--- src/rtl/sprom_pkg.sv ---
package sprom_pkg;

  localparam int ADDR_W     = 6;
  localparam int WORD_W     = 16;
  localparam int PRE_W      = 4;
  localparam logic [PRE_W-1:0] PREAMBLE = 4'b0110;
  localparam int CMD_W      = PRE_W + ADDR_W;
  localparam int FRAME_BITS = CMD_W + WORD_W;
  localparam int IDX_W      = $clog2(FRAME_BITS);

  typedef enum logic [2:0] {
    ST_IDLE,
    ST_SEL,
    ST_SETUP,
    ST_LOW,
    ST_HIGH,
    ST_TAIL
  } seq_state_t;

  // Command bits in transmit order: preamble, then address MSB first.
  function automatic logic [CMD_W-1:0] cmd_frame(input logic [ADDR_W-1:0] a);
    return {PREAMBLE, a};
  endfunction

  // Level to drive on the data-out line for a given bit position of the frame.
  function automatic logic frame_bit(input logic [CMD_W-1:0] cmd,
                                     input logic [IDX_W-1:0] idx);
    int i;
    i = int'(idx);
    if (i < CMD_W) return cmd[CMD_W-1-i];
    return 1'b0;
  endfunction

  // Exchange upper and lower halves of the received word.
  function automatic logic [WORD_W-1:0] swap_bytes(input logic [WORD_W-1:0] w);
    return {w[WORD_W/2-1:0], w[WORD_W-1:WORD_W/2]};
  endfunction

endpackage

--- src/rtl/sprom_phase_timer.sv ---
module sprom_phase_timer #(
  parameter int HALF_DIV = 4
) (
  input  logic clk,
  input  logic rst_n,
  input  logic run,
  output logic tick
);
  localparam int CW = (HALF_DIV > 1) ? $clog2(HALF_DIV) : 1;
  localparam logic [CW-1:0] LAST = CW'(HALF_DIV - 1);

  logic [CW-1:0] cnt;

  assign tick = run && (cnt == LAST);

  always_ff @(posedge clk or negedge rst_n) begin
    if (!rst_n)            cnt <= '0;
    else if (!run || tick) cnt <= '0;
    else                   cnt <= cnt + 1'b1;
  end
endmodule

--- src/rtl/sprom_seq.sv ---
module sprom_seq
  import sprom_pkg::*;
(
  input  logic             clk,
  input  logic             rst_n,
  input  logic             start,
  input  logic             tick,
  output seq_state_t       state,
  output logic [IDX_W-1:0] bit_idx,
  output logic             accept,
  output logic             finish,
  output logic             sample_evt
);
  localparam logic [IDX_W-1:0] LAST_BIT  = IDX_W'(FRAME_BITS - 1);
  localparam logic [IDX_W-1:0] FIRST_RX  = IDX_W'(CMD_W);

  assign accept     = (state == ST_IDLE) && start;
  assign finish     = (state == ST_TAIL) && tick;
  assign sample_evt = (state == ST_HIGH) && tick && (bit_idx >= FIRST_RX);

  always_ff @(posedge clk or negedge rst_n) begin
    if (!rst_n) begin
      state   <= ST_IDLE;
      bit_idx <= '0;
    end else begin
      case (state)
        ST_IDLE:  if (start) state <= ST_SEL;
        ST_SEL:   if (tick)  state <= ST_SETUP;
        ST_SETUP: if (tick) begin
          state   <= ST_LOW;
          bit_idx <= '0;
        end
        ST_LOW:   if (tick)  state <= ST_HIGH;
        ST_HIGH:  if (tick) begin
          if (bit_idx == LAST_BIT) begin
            state <= ST_TAIL;
          end else begin
            state   <= ST_LOW;
            bit_idx <= bit_idx + 1'b1;
          end
        end
        ST_TAIL:  if (tick)  state <= ST_IDLE;
        default:             state <= ST_IDLE;
      endcase
    end
  end
endmodule

--- src/rtl/sprom_rx_shift.sv ---
module sprom_rx_shift #(
  parameter int W = 16
) (
  input  logic         clk,
  input  logic         rst_n,
  input  logic         shift_en,
  input  logic         din,
  output logic [W-1:0] q
);
  always_ff @(posedge clk or negedge rst_n) begin
    if (!rst_n)        q <= '0;
    else if (shift_en) q <= {q[W-2:0], din};
  end
endmodule

--- src/rtl/sprom_word_reader.sv ---
module sprom_word_reader
  import sprom_pkg::*;
#(
  parameter int               HALF_DIV = 4,
  parameter int               SEL_W    = 3,
  parameter logic [SEL_W-1:0] SEL_CODE = 3'b101
) (
  input  logic              clk,
  input  logic              rst_n,
  input  logic              start_i,
  input  logic [ADDR_W-1:0] addr_i,
  output logic              done_o,
  output logic [WORD_W-1:0] word_o,
  output logic [SEL_W-1:0]  dev_sel_o,
  output logic              cs_o,
  output logic              sclk_o,
  output logic              sdo_o,
  input  logic              sdi_i
);
  seq_state_t        state;
  logic [IDX_W-1:0]  bit_idx;
  logic              phase_tick;
  logic              accept;
  logic              finish;
  logic              sample_evt;
  logic              seq_run;
  logic              in_frame;
  logic [ADDR_W-1:0] addr_q;
  logic [CMD_W-1:0]  cmd_bits;
  logic [WORD_W-1:0] rx_word;
  logic [WORD_W-1:0] word_q;
  logic              done_q;

  assign seq_run = (state != ST_IDLE);

  sprom_phase_timer #(.HALF_DIV(HALF_DIV)) u_timer (
    .clk  (clk),
    .rst_n(rst_n),
    .run  (seq_run),
    .tick (phase_tick)
  );

  sprom_seq u_seq (
    .clk       (clk),
    .rst_n     (rst_n),
    .start     (start_i),
    .tick      (phase_tick),
    .state     (state),
    .bit_idx   (bit_idx),
    .accept    (accept),
    .finish    (finish),
    .sample_evt(sample_evt)
  );

  sprom_rx_shift #(.W(WORD_W)) u_rx (
    .clk     (clk),
    .rst_n   (rst_n),
    .shift_en(sample_evt),
    .din     (sdi_i),
    .q       (rx_word)
  );

  always_ff @(posedge clk or negedge rst_n) begin
    if (!rst_n)      addr_q <= '0;
    else if (accept) addr_q <= addr_i;
  end

  always_ff @(posedge clk or negedge rst_n) begin
    if (!rst_n) begin
      word_q <= '0;
      done_q <= 1'b0;
    end else begin
      done_q <= finish;
      if (finish) word_q <= swap_bytes(rx_word);
    end
  end

  assign cmd_bits  = cmd_frame(addr_q);
  assign in_frame  = (state == ST_LOW) || (state == ST_HIGH);
  assign cs_o      = in_frame || (state == ST_SETUP) || (state == ST_TAIL);
  assign sclk_o    = (state == ST_HIGH);
  assign sdo_o     = in_frame && frame_bit(cmd_bits, bit_idx);
  assign dev_sel_o = seq_run ? SEL_CODE : '0;
  assign done_o    = done_q;
  assign word_o    = word_q;
endmodule

--- config.mk ---
export PLATFORM = sky130hd
export DESIGN_NAME = sprom_word_reader
export DESIGN_NICKNAME = d
export VERILOG_FILES = /design/src/rtl/sprom_pkg.sv /design/src/rtl/sprom_phase_timer.sv /design/src/rtl/sprom_seq.sv /design/src/rtl/sprom_rx_shift.sv /design/src/rtl/sprom_word_reader.sv
export SDC_FILE = /design/constraint.sdc
export NUM_CORES = 1
export LEC_CHECK = 0
export BUFFER_PORTS_ARGS = -buffer_cell sky130_fd_sc_hd__buf_2
export CAP_MARGIN = 20
export CORE_MARGIN = 2
export CORE_UTILIZATION = 45
export DETAILED_ROUTE_END_ITERATION = 12
export GPL_TIMING_DRIVEN = 0
export PLACE_DENSITY = 0.68
export SYNTH_ARGS = -nofsm -noshare
export SYNTH_HDL_FRONTEND = slang
export SYNTH_HIERARCHICAL = 1
export SYNTH_SLANG_ARGS = --single-unit
--- constraint.sdc ---
create_clock -name clk -period 2.35 [get_ports clk]
set_input_delay 0.47 -clock clk [delete_from_list [all_inputs] [get_ports clk]]
set_output_delay 0.47 -clock clk [all_outputs]
set_load 0.02 [all_outputs]
==> run_results.csv <==
group,metric,value,unit
outcome,outcome,"complete, no violations",
floorplan,rows,26,
critical_path,startpoint,"u_seq/bit_idx[1]$_DFFE_PN0P_",
synthesis,syn_area_per_cell,13.84,sq um
power_and_ir_drop,vdd_drop_max,435.5,uV
global_route,grt_pass1_vias,1443,
synthesis,synth-simple-area-share,10.22,%
placement,port_buffers,31,
synthesis,async_flop_share,100.0,%
flow_run,maxCapViolations,0,
power_and_ir_drop,p_sw,0.0006813,W
finish,finish.instance_area,0.002765,sq mm
synthesis,synth_area_leader_cell,"dfrtp_1",
floorplan,fp.coreArea,0.005075,sq mm
synthesis,seq_area_frac_synth,52.43,%
synthesis,synthAdderAreaFrac,3.210,%
finish,n_antenna_cell,0,
drt,num_vias,1444,
finish,final_nets,229,
critical_path,arrival,1870,ps
critical_path,path_class,"flop to output port",
finish,register_area,0.001230,sq mm
power_and_ir_drop,p_clk_share,23.6,%
synthesis,syn_area,0.002338,sq mm
critical_path,endpoint_kind,"output port",
placement,dp_hpwl,2526,microns
cts,cts.path.max_buffers,2,
cts,cts_max_level,2,
finish,drive_gt1_share,50.93,%
finish,fillCellCount,441,
power_and_ir_drop,swShare,31.24,%
cts,path_clk_slew,100,ps
critical_path,ff2ff_setup_slack,130,ps
critical_path,critPathRequiredTime,1880,ps
critical_path,critical_path.startpoint_type,"flop",
power_and_ir_drop,p_per_area,788.6,mW/mm^2
cts,cts.sink_count,49,
timing,layout_min_cycle_time,2343,ps
floorplan,die_width,76.09,microns
floorplan,start_util,46.08,%
timing,finalSetupViolations,0,
finish,multi_input_area,0.001008,sq mm
placement,dp_slack,-22.21,ps
floorplan,die_h,76.09,microns
finish,finalNonFillerCells,284,
synthesis,synth_cell_types,45,
global_route,grt_pass1_wl,6624,microns
timing,rsz0062_at_grt,"true",
drt,wirelength,3727,microns
power_and_ir_drop,pwr-share-seq,47.3,%
global_route,grt_max_degree,50,
timing,max_clock_freq,0.4268,GHz
synthesis,synth_top_family_by_area,"multiplexers",
power_and_ir_drop,power_frac_comb,29.2,%
synthesis,synth_xor_area_share,0.7491,%
global_route,gr-usage-all-layers,14.27,%
global_route,grt-ovfl-total,0,
synthesis,yosys.area.top_type_share,52.43,%
global_route,antenna_found_initial,0,
finish,fin_util,54.49,%
critical_path,reg2reg_to,"u_rx/q[5]$_DFFE_PN0P_",
placement,postPlaceCellArea,0.002581,sq mm
timing,final.period_utilization,99.71,%
critical_path,ff2ff_path_depth,9,
synthesis,synthesis.nets,185,
drt,ant_nets,0,
synthesis,syn_inst,169,
synthesis,ys_ff_latch,49,
critical_path,crit_fanout,3,
synthesis,synth_edf_count,0,
cts,tritoncts,"done",
worst_hold_path,hp-class,"input port to async pin",
critical_path,r2r_start,"u_seq/state[0]$_DFFE_PN0P_",
power_and_ir_drop,total_power,0.002181,W
placement,dp.cells,270,
timing,timing.final.ws_setup,6.795,ps
finish,area_growth,18.24,%
drt,avgRoutedWirePerCell,13.12,microns
floorplan,die_area,0.005789,sq mm
drt,drtIter0Drc,64,
synthesis,yosys_warnings,6,
timing,drv_slew,0,
drt,drc,0,
cts,clk_latency,310,ps
synthesis,muxShareOfSynthArea,21.51,%
drt,drt-pass1-iter-count,4,
timing,hold_viol_final,0,
timing,skew,12.71,ps
power_and_ir_drop,p_int,0.001499,W
cts,cts_root_buf,"clkbuf_8",
drt,routed_via_density,5.085,
power_and_ir_drop,total_leakage_power,1.391,nW
synthesis,synth_compound_area_share,6.207,%
floorplan,io_pins,33,
synthesis,synth.area.top_cells,"dfrtp_1, mux2_2, mux2_4",
placement,place_congestion,0.6928,
synthesis,synth_flop_cell,"dfrtp_1",
cts,cts_buffers,5,
placed cells by master (no fill, tap or decap), drive strengths merged, types with 3 or more instances in the layout:
cell / Yosys / routed
nor3b: 3 / 3
buf: 10 / 47
or3: 3 / 3
and2b: 3 / 3
and3: 3 / 3
ha: 6 / 6
inv: 8 / 9
dfrtp: 49 / 49
nor3: 5 / 5
mux2: 39 / 39
clkbuf: 2 / 7
worst max path at each step:
stage                                   endpoint  slack, ps  cells after the start
after floorplan                            sdo_o        160                      4
after global placement     u_rx/q[5]$_DFFE_PN0P_          4                      9
after detailed placement  u_rx/q[14]$_DFFE_PN0P_        -20                      9
after CTS                                  sdo_o        0.4                      5
after global routing                       sdo_o        -90                      5
final                                      sdo_o          7                      5
synth_stat cells (all sizes together), types with 3 or more instances:
library cell  instances
dfrtp                49
mux2                 39
buf                  10
inv                   8
ha                    6
nor3                  5
and2b                 3
and3                  3
nor3b                 3
or3                   3
flip-flops by register name, indices dropped and copies added (netlist names):
register / cells
u_timer/cnt: 2
u_rx/q: 16
done_o: 1
u_seq/state: 3
u_seq/bit_idx: 5
addr_q: 6
word_o: 16
cell type report:
type / count / share of cell area, %
sequential: 49 / 44.48
multi-input combinational: 100 / 36.47
clock buffer: 5 / 2.489
timing repair buffer: 37 / 7.783
clock inverter: 3 / 0.9502
tap: 70 / 3.167
inverter: 8 / 1.086
buffer: 12 / 3.575
critical path: stages, from the launching register on:
cell	delay, ps
dfrtp_2	430
inv_2	80
ha_4	200
or4_1	490
a31oi_1	200
buf_4	170
per-stage QoR:
stage	hold WS, ps	setup TNS, ps
global placement	437.9	0
finish	94.64	0
floorplan	174.4	0
CTS	379.2	0
global route	112.9	-93.50
detailed placement	450.4	-164.7
cells by family after synthesis:
family,after synthesis
muxes,40
and+or+nand+nor,34
AOI/OAI and AO/OA,17
other,1
DFF,49
xor gates and xnor gates,2
buffers and inverters,20
adders and majority gates,6
layer usage:
layer / vias up / routed length, microns / GRT usage [%]
li1: 699 / - / -
met1: 711 / 1756 / 18.88
met2: 29 / 1750 / 21.52
met3: 5 / 182 / 5.213
met4: 0 / 38 / 5.636
met5: - / 0 / 0
power groups by stage:
stage / clock, W / combinational (W) / sequential (W)
finish: 0.000514 / 0.000636 / 0.00103
global route: 0.000569 / 0.000705 / 0.00105
CTS: 0.000543 / 0.000627 / 0.00103
detailed placement: 0 / 0.000594 / 0.00106
global placement: 0 / 0.000584 / 0.00106
floorplan: 0 / 0.000474 / 0.00104
what timing repair did:
item,4_1_cts,5_1_grt
gates resized for setup,3,7
endpoints found under the setup margin,21,2
hold buffers,0,0
buffers inserted,3,2
pin swaps,1,3
Note: power is estimated with default switching activity, not from simulation.
